--- src/rtl/nvm_tick_pkg.sv ---
package nvm_tick_pkg;

   typedef enum logic {
      PRE_BYPASS = 1'b0,
      PRE_DIVIDE = 1'b1
   } pre_mode_e;

endpackage

--- src/rtl/nvm_tick_cfg_reg.sv ---
module nvm_tick_cfg_reg #(
   parameter int DIV_W    = 6,
   parameter int ADDR_W   = 3,
   parameter int REG_ADDR = 0
) (
   input  logic                clk,
   input  logic                rst_n,
   input  logic                sel,
   input  logic                we,
   input  logic [ADDR_W-1:0]   addr,
   input  logic [DIV_W+1:0]    wdata,
   output logic [DIV_W+1:0]    rdata,
   output logic                loaded_o,
   output nvm_tick_pkg::pre_mode_e pre_o,
   output logic [DIV_W-1:0]    div_o
);
   import nvm_tick_pkg::*;

   localparam int REG_W = DIV_W + 2;

   if (REG_ADDR < 0 || REG_ADDR >= (1 << ADDR_W)) begin : g_bad_addr
      $error("REG_ADDR does not fit in ADDR_W bits");
   end

   logic       hit;
   logic       wr_ok;
   logic       loaded_q;
   pre_mode_e  pre_q;
   logic [DIV_W-1:0] div_q;
   logic       unused_wflag;

   assign hit          = sel && (addr == ADDR_W'(REG_ADDR));
   assign wr_ok        = hit && we && !loaded_q;
   assign unused_wflag = wdata[REG_W-1];

   always_ff @(posedge clk) begin
      if (!rst_n) begin
         loaded_q <= 1'b0;
         pre_q    <= PRE_BYPASS;
         div_q    <= '0;
      end else if (wr_ok) begin
         loaded_q <= 1'b1;
         pre_q    <= pre_mode_e'(wdata[DIV_W]);
         div_q    <= wdata[DIV_W-1:0];
      end
   end

   always_comb begin
      rdata = '0;
      if (hit) rdata = {loaded_q, pre_q, div_q};
   end

   assign loaded_o = loaded_q;
   assign pre_o    = pre_q;
   assign div_o    = div_q;

   a_r2_flag_sticky: assert property (@(posedge clk) disable iff (!rst_n)
      loaded_q |=> loaded_q);

   a_r3_fields_locked: assert property (@(posedge clk) disable iff (!rst_n)
      loaded_q |=> ($stable(div_q) && $stable(pre_q)));

endmodule

--- src/rtl/nvm_tick_prescale.sv ---
module nvm_tick_prescale #(
   parameter int RATIO = 8
) (
   input  logic                    clk,
   input  logic                    rst_n,
   input  logic                    run,
   input  nvm_tick_pkg::pre_mode_e mode,
   output logic                    tick_o
);
   import nvm_tick_pkg::*;

   localparam int CW   = (RATIO > 1) ? $clog2(RATIO) : 1;
   localparam bit POW2 = (RATIO > 1) && ((RATIO & (RATIO - 1)) == 0);

   if (RATIO < 2) begin : g_bad_ratio
      $error("RATIO must be at least 2");
   end

   logic [CW-1:0] cnt_q;
   logic          at_end;

   assign at_end = (cnt_q == CW'(RATIO - 1));

   if (POW2) begin : g_wrap
      always_ff @(posedge clk) begin
         if (!rst_n || !run || mode == PRE_BYPASS) cnt_q <= '0;
         else                                      cnt_q <= cnt_q + 1'b1;
      end
   end else begin : g_cmp
      always_ff @(posedge clk) begin
         if (!rst_n || !run || mode == PRE_BYPASS) cnt_q <= '0;
         else if (at_end)                          cnt_q <= '0;
         else                                      cnt_q <= cnt_q + 1'b1;
      end
   end

   assign tick_o = run && ((mode == PRE_BYPASS) || at_end);

   a_r6_prescale_gap: assert property (@(posedge clk) disable iff (!rst_n)
      (tick_o && mode == PRE_DIVIDE) |=> !tick_o);

endmodule

--- src/rtl/nvm_tick_counter.sv ---
module nvm_tick_counter #(
   parameter int DIV_W = 6
) (
   input  logic             clk,
   input  logic             rst_n,
   input  logic             run,
   input  logic             step,
   input  logic [DIV_W-1:0] limit,
   output logic             tick_o
);
   if (DIV_W < 1) begin : g_bad_width
      $error("DIV_W must be at least 1");
   end

   logic [DIV_W-1:0] cnt_q;
   logic             wrap;

   assign wrap = (cnt_q == limit);

   always_ff @(posedge clk) begin
      if (!rst_n || !run) cnt_q <= '0;
      else if (step)      cnt_q <= wrap ? '0 : cnt_q + 1'b1;
   end

   assign tick_o = run && step && wrap;

   a_r5_count_bound: assert property (@(posedge clk) disable iff (!rst_n)
      run |-> (cnt_q <= limit));

endmodule

--- src/rtl/nvm_tick_divider.sv ---
module nvm_tick_divider #(
   parameter int DIV_W     = 6,
   parameter int ADDR_W    = 3,
   parameter int REG_ADDR  = 0,
   parameter int PRE_RATIO = 8
) (
   input  logic                clk,
   input  logic                rst_n,
   input  logic                bus_sel,
   input  logic                bus_we,
   input  logic [ADDR_W-1:0]   bus_addr,
   input  logic [DIV_W+1:0]    bus_wdata,
   output logic [DIV_W+1:0]    bus_rdata,
   output logic                tick_o,
   output logic                pe_enable_o
);
   import nvm_tick_pkg::*;

   logic             loaded;
   pre_mode_e        pre_mode;
   logic [DIV_W-1:0] div_val;
   logic             pre_tick;

   nvm_tick_cfg_reg #(
      .DIV_W   (DIV_W),
      .ADDR_W  (ADDR_W),
      .REG_ADDR(REG_ADDR)
   ) u_cfg (
      .clk     (clk),
      .rst_n   (rst_n),
      .sel     (bus_sel),
      .we      (bus_we),
      .addr    (bus_addr),
      .wdata   (bus_wdata),
      .rdata   (bus_rdata),
      .loaded_o(loaded),
      .pre_o   (pre_mode),
      .div_o   (div_val)
   );

   nvm_tick_prescale #(
      .RATIO(PRE_RATIO)
   ) u_pre (
      .clk   (clk),
      .rst_n (rst_n),
      .run   (loaded),
      .mode  (pre_mode),
      .tick_o(pre_tick)
   );

   nvm_tick_counter #(
      .DIV_W(DIV_W)
   ) u_cnt (
      .clk   (clk),
      .rst_n (rst_n),
      .run   (loaded),
      .step  (pre_tick),
      .limit (div_val),
      .tick_o(tick_o)
   );

   assign pe_enable_o = loaded;

   a_r7_idle_until_loaded: assert property (@(posedge clk) disable iff (!rst_n)
      !pe_enable_o |-> !tick_o);

   a_r8_enable_holds: assert property (@(posedge clk) disable iff (!rst_n)
      pe_enable_o |=> pe_enable_o);

endmodule

--- config.mk ---
export PLATFORM = sky130hd
export DESIGN_NAME = nvm_tick_divider
export DESIGN_NICKNAME = d
export VERILOG_FILES = /design/src/rtl/nvm_tick_pkg.sv /design/src/rtl/nvm_tick_cfg_reg.sv /design/src/rtl/nvm_tick_prescale.sv /design/src/rtl/nvm_tick_counter.sv /design/src/rtl/nvm_tick_divider.sv
export SDC_FILE = /design/constraint.sdc
export NUM_CORES = 1
export LEC_CHECK = 0
export CAP_MARGIN = 20
export CORE_AREA = 2 2 45 47
export DETAILED_ROUTE_END_ITERATION = 7
export DIE_AREA = 0 0 47 49
export PLACE_DENSITY = 0.79
export SETUP_SLACK_MARGIN = 0.15
export SYNTH_ARGS = -nofsm -noshare
export SYNTH_HDL_FRONTEND = slang
export SYNTH_SLANG_ARGS = --single-unit
--- constraint.sdc ---
create_clock -name clk -period 2.2 [get_ports clk]
set_input_delay 0.55 -clock clk [delete_from_list [all_inputs] [get_ports clk]]
set_output_delay 0.55 -clock clk [all_outputs]
set_load 0.05 [all_outputs]
==> run summary, run 1 <==
outcome - finished clean
hold endpoint - u_pre.cnt_q[0]
Setup crit end kind - output pin
PortBufs - 23
CP delay by family, top - simple AND/OR/NAND/NOR gates
vias in the first global route - 662
Reg area - 347 sq um
DIE HEIGHT - 49 microns
Detailed Place HPWL - 1.27 mm
vias - 685
Die Area - 2300 sq um
period utilization - 91.7%
via-per-instance ratio - 4.79
Slew @ Worst Pin - 481 ps
clock latency on the worst-skew pair - 290 ps
unrepaired setup endpoints after global routing - true
1st-pass router iterations - 2
Final ANT Viol Nets - 0
clock buffer depth - 2
Fin. Hold Viols - 0
WHS - 447 ps
Final Slew Violations - 0
worst min path class - flop to flop
Max Freq - 496 MHz
Slew HR - 68.1%
GPL Wtd Cong - 0.763
WL/cell - 12.5 microns
synthesized cell area - 847 sq um
# diodes - 0
Flop pwr share - 58.6%
DRC viols - 0
clock skew - 4.40 ps
WL final - 1.79 mm
share of cells above drive strength 1 - 37.9%
Sw Share - 23.2%
fillers - 145
Main synth FF type - dfxtp_1
largest net degree at the start of global routing - 11
critical path's largest stage delay - 370 ps
mean post-synth cell area - 10.1 sq um
Worst path depth - 6
ys async rst share - 0%
Net Sw Power - 123 uW
H-tree depth - 1
CP Cell Sequence - ha_4 > ha_4 > nand2b_4 > nand2_4 > nor3_4 > buf_12
share of power burned in combinational logic - 9.9%
maximum VDD drop - 0.383 mV
root buffer cell - clkbuf_4
Initial Utilization - 46.0%
Synth cell types - 21
TNS Setup - 0 ps
min-delay src - u_pre.cnt_q[0]
r2r startpoint - u_pre.cnt_q[0]
syn nets - 102
Max Cap Viol - 0
Critical Path AT - 1470 ps
critical path class - flop to output pin
multi-input gate area in the final layout - 553 sq um
CTS tree - done
Final nets - 135
DR iter-0 viols - 5
# setup viols final - 0
Leak - 0.561 nW
YS warnings - 0
Yosys reg bits - 17
Post-synth EDFFs - 0
Hold Crit Depth - 1
Layout area overhead - 55.1%
post-synthesis instance total - 84
internal power - 410 uW
gr ovfl total - 0
Worst R2R Path Depth - 7
Num CTS Buffers - 3
CORE AREA - 1840 sq um
# rows - 16
gr usage total - 18.0%
Reg2Reg Setup Slack - 590 ps
worst reg2reg path endpoint - u_cnt.cnt_q[5]
Clock Sinks - 17
Seq/Total Area, Yosys - 40.2%
CP max FO - 2
Critical path buffers and inverters - 1
first-pass GRT wire length - 2.89 mm
Final min period - 2020 ps
Critical Path Source Type - flop
Top Ports - 25
critical path required time - 1650 ps
initial antenna violation count - 0
clock power share - 31.5%
slowest CP cell - dfxtp_2
CP most frequent cell - ha_4
Pwr Density - 406 nW/um^2
die width - 47 microns
clock slew at reported path FFs - 100 ps
-- flip-flops by register name, indices dropped and copies added (netlist names) --
register	cells
u_cfg.div_o	6
u_cfg.pre_o	1
u_cfg.loaded_o	1
u_pre.cnt_q	3
u_cnt.cnt_q	6
-- cell usage in the layout (no fill, tap or decap), drive strengths merged, types with 2 or more instances in the layout --
cell,n
buf,18
dfxtp,17
and2,11
clkdlybuf4s50,9
mux2i,8
nor2b,8
nor2,7
xnor2,6
xor2,5
clkbuf,4
nand4,3
and3,3
nand2,3
ha,3
nand3,2
dlygate4sd2,2
-- Yosys cell counts (2+ instances only) --
cell | instances | area share, %
nor2b_1 | 8 | 5.9
and3_1 | 3 | 2.2
xor2_1 | 5 | 5.2
ha_1 | 3 | 4.4
and2_2 | 8 | 7.1
and2_1 | 3 | 2.2
nand4_1 | 3 | 2.2
nand3_1 | 2 | 1.2
xnor2_1 | 6 | 6.2
nand2_1 | 3 | 1.3
dfxtp_1 | 17 | 40
nor2_1 | 7 | 3.1
mux2i_1 | 8 | 9.5
-- power by group through the flow --
stage | Sequential [mW] | Clock [mW] | Combinational, mW
finish | 0.313 | 0.168 | 0.0526
global route | 0.313 | 0.190 | 0.0559
CTS | 0.312 | 0.177 | 0.0510
detailed placement | 0.319 | 0 | 0.0513
global placement | 0.319 | 0 | 0.0505
floorplan | 0.319 | 0 | 0.0183
-- worst max path at each step --
stage,slack [ps],end,startpoint
3_3_place_gp,-110,bus_rdata[2],bus_addr[1]
3_5_place_dp,-130,bus_rdata[0],bus_addr[1]
6_report,180,tick_o,u_pre.cnt_q[0]
2_1_floorplan,230,tick_o,u_pre.cnt_q[0]
5_1_grt,90,tick_o,u_pre.cnt_q[0]
4_1_cts,150,tick_o,u_cfg.div_o[1]
-- routing by layer --
metal / vias up / global-route usage (%) / share of wire (%)
li1: 348 / - / -
met4: 0 / 9.72 / 2.0
met5: - / 0 / 0
met1: 320 / 22.6 / 42
met3: 4 / 3.70 / 3.6
met2: 13 / 27.9 / 52
-- cells by family after synthesis --
kind of cell / synth area share, %
and+or+nand+nor: 30.7
DFF: 40.2
xor gates and xnor gates: 11.4
muxes: 9.45
adders and majority gates: 4.43
AOI/OAI and AO/OA: 2.07
buffers and inverters: 1.77
-- what timing repair did --
item	4_1_cts	5_1_grt
hold buffers	0	0
pin swaps	4	3
buffers inserted	3	1
gates resized for setup	23	10
cloned	1	0
endpoints found under the setup margin	10	9
-- cell type report --
type | count | area share (%)
Sequential cell | 17 | 26.4
Clock buffer | 3 | 1.71
Timing Repair Buffer | 30 | 26.9
Tap cell | 27 | 2.57
Multi-Input combinational cell | 65 | 42.1
Clock inverter | 1 | 0.381
-- through the flow --
step           instances  utilization, %  instance area (sq um)  setup slack (ps)  power (mW)
2_1_floorplan         84               -                    860               227       0.338
3_3_place_gp         134            65.9                   1210              -107       0.370
3_5_place_dp         134            65.9                   1210              -133       0.371
4_1_cts              142            69.0                   1270               154       0.540
5_1_grt              143            71.3                   1310              89.3       0.559
6_report             143            71.3                   1310               184       0.533
(Power assumes the default switching activity.)
==> inputs of run 2 (changes only) <==
- SLEW_MARGIN: default -> 10
==> results of run 2 <==
Final layout, timing and power as in run 1 (identical DEF).
==> inputs of run 3 (changes only) <==
- CORE_AREA: 2 2 45 47 -> 3 3 46 48
- DIE_AREA: 0 0 47 49 -> 0 0 49 51
==> run 3 against run 2 <==
Net effect:
- global-route usage decreased by 1.9 points
- register-to-register slack improved by 20 ps
- die area increased by 8.5%
- core utilization increased by 3.7 points
- cell area decreased by 0.38%
- power decreased by 0.87%
- combinational power about the same
- hold slack got worse by 17 ps
- fmax increased by 0.11%
- sequential power about the same
- critical endpoint unchanged
- largest cell class unchanged
- largest power group unchanged
==> run summary, run 3 (synthesis results as in run 1) <==
Slew HR - 67.3%
commonest cells after routing, fill and taps aside - 13 x dfxtp_1, 9 x clkdlybuf4s50_1, 9 x buf_12
fillers - 127
outcome - finished clean
Detailed Place HPWL - 1.39 mm
DRC viols - 0
period utilization - 91.6%
WHS - 430 ps
Final ANT Viol Nets - 0
vias - 670
Final Slew Violations - 0
CORE AREA - 1750 sq um
clock skew - 5.76 ps
Slew @ Worst Pin - 492 ps
Final min period - 2010 ps
unrepaired setup endpoints after global routing - true
worst min path class - flop to flop
PortBufs - 23
critical path class - flop to output pin
GPL Wtd Cong - 0.726
Setup crit end kind - output pin
clock slew at reported path FFs - 100 ps
critical path required time - 1650 ps
Final nets - 135
Pwr Density - 404 nW/um^2
die width - 49 microns
WL/cell - 12.9 microns
clock latency on the worst-skew pair - 290 ps
gr ovfl total - 0
final cell count without fillers - 141
Critical Path Source Type - flop
Top Ports - 25
Num CTS Buffers - 3
H-tree depth - 1
Layout area overhead - 54.5%
DR iter-0 viols - 6
Max Cap Viol - 0
DIE HEIGHT - 51 microns
root buffer cell - clkbuf_4
Hold Buf Count CTS - 0
Critical Path AT - 1460 ps
vias in the first global route - 674
maximum VDD drop - 0.537 mV
WL final - 1.82 mm
share of cells above drive strength 1 - 36.2%
Clock Sinks - 17
via-per-instance ratio - 4.75
Max Freq - 496 MHz
most common cell after layout, fill and taps aside - dfxtp_1
final core occ - 75.0%
TNS Setup - 0 ps
Pwr Total - 528 uW
1st-pass router iterations - 3
# setup viols final - 0
gr usage total - 16.1%
clock buffer depth - 2
Initial Utilization - 48.5%
Die Area - 2500 sq um
Inst Count DP - 133
# diodes - 0
initial antenna violation count - 0
first-pass GRT wire length - 3.08 mm
Leak - 0.557 nW
# rows - 15
CP max FO - 3
CTS tree - done
Fin. Hold Viols - 0
largest net degree at the start of global routing - 11
## run 3: report_power, final
| group | leakage (nW) | internal (mW) | switching [mW] |
|---|---|---|---|
| Clock | 0.0150 | 0.0705 | 0.0930 |
| Sequential | 0.139 | 0.310 | 0.00298 |
| Combinational | 0.403 | 0.0321 | 0.0204 |
## run 3: per-stage QoR
stage / worst slack (ps) / area (sq um)
floorplan: 227 / 860
global placement: -93.5 / 1220
detailed placement: -104 / 1220
CTS: 153 / 1270
global route: 123 / 1310
finish: 186 / 1310
## run 3: metal layers
layer / global-route usage [%] / vias up / share of wire, %
li1: - / 346 / -
met1: 18.0 / 309 / 41
met2: 30.3 / 13 / 54
met3: 5.83 / 2 / 4.7
met4: 1.42 / 0 / 0.66
met5: 0 / - / 0
## run 3: what timing repair did
action,CTS,global route
cloned,1,0
pin swaps,3,4
gates resized for setup,20,11
setup buffers,0,3
endpoints found under the setup margin,10,9
## run 3: path summary, 6_finish.rpt
check,from,endpoint,slack (ps),depth (start not counted)
worst max register to register,u_pre.cnt_q[0],u_cnt.cnt_q[4],610,7
worst max-delay path,u_pre.cnt_q[0],tick_o,190,6
worst min register to register,u_pre.cnt_q[0],u_pre.cnt_q[0],430,1
worst min-delay path,u_pre.cnt_q[0],u_pre.cnt_q[0],430,1
## run 3: final cells by class
type	instances	area, sq um	area share, %
clock buffers	4	26.3	2.01
multi-input cells	65	553	42.3
flip-flops and latches	17	345	26.4
well taps	25	31.3	2.39
repair buffers	30	353	27.0
## run 3: critical path, stage by stage, from the launching register on
cell and delay, ps:
dfxtp_2 360, ha_4 130, ha_4 110, nand2b_4 130, nand2_4 70, nor3_4 210
buf_12 160
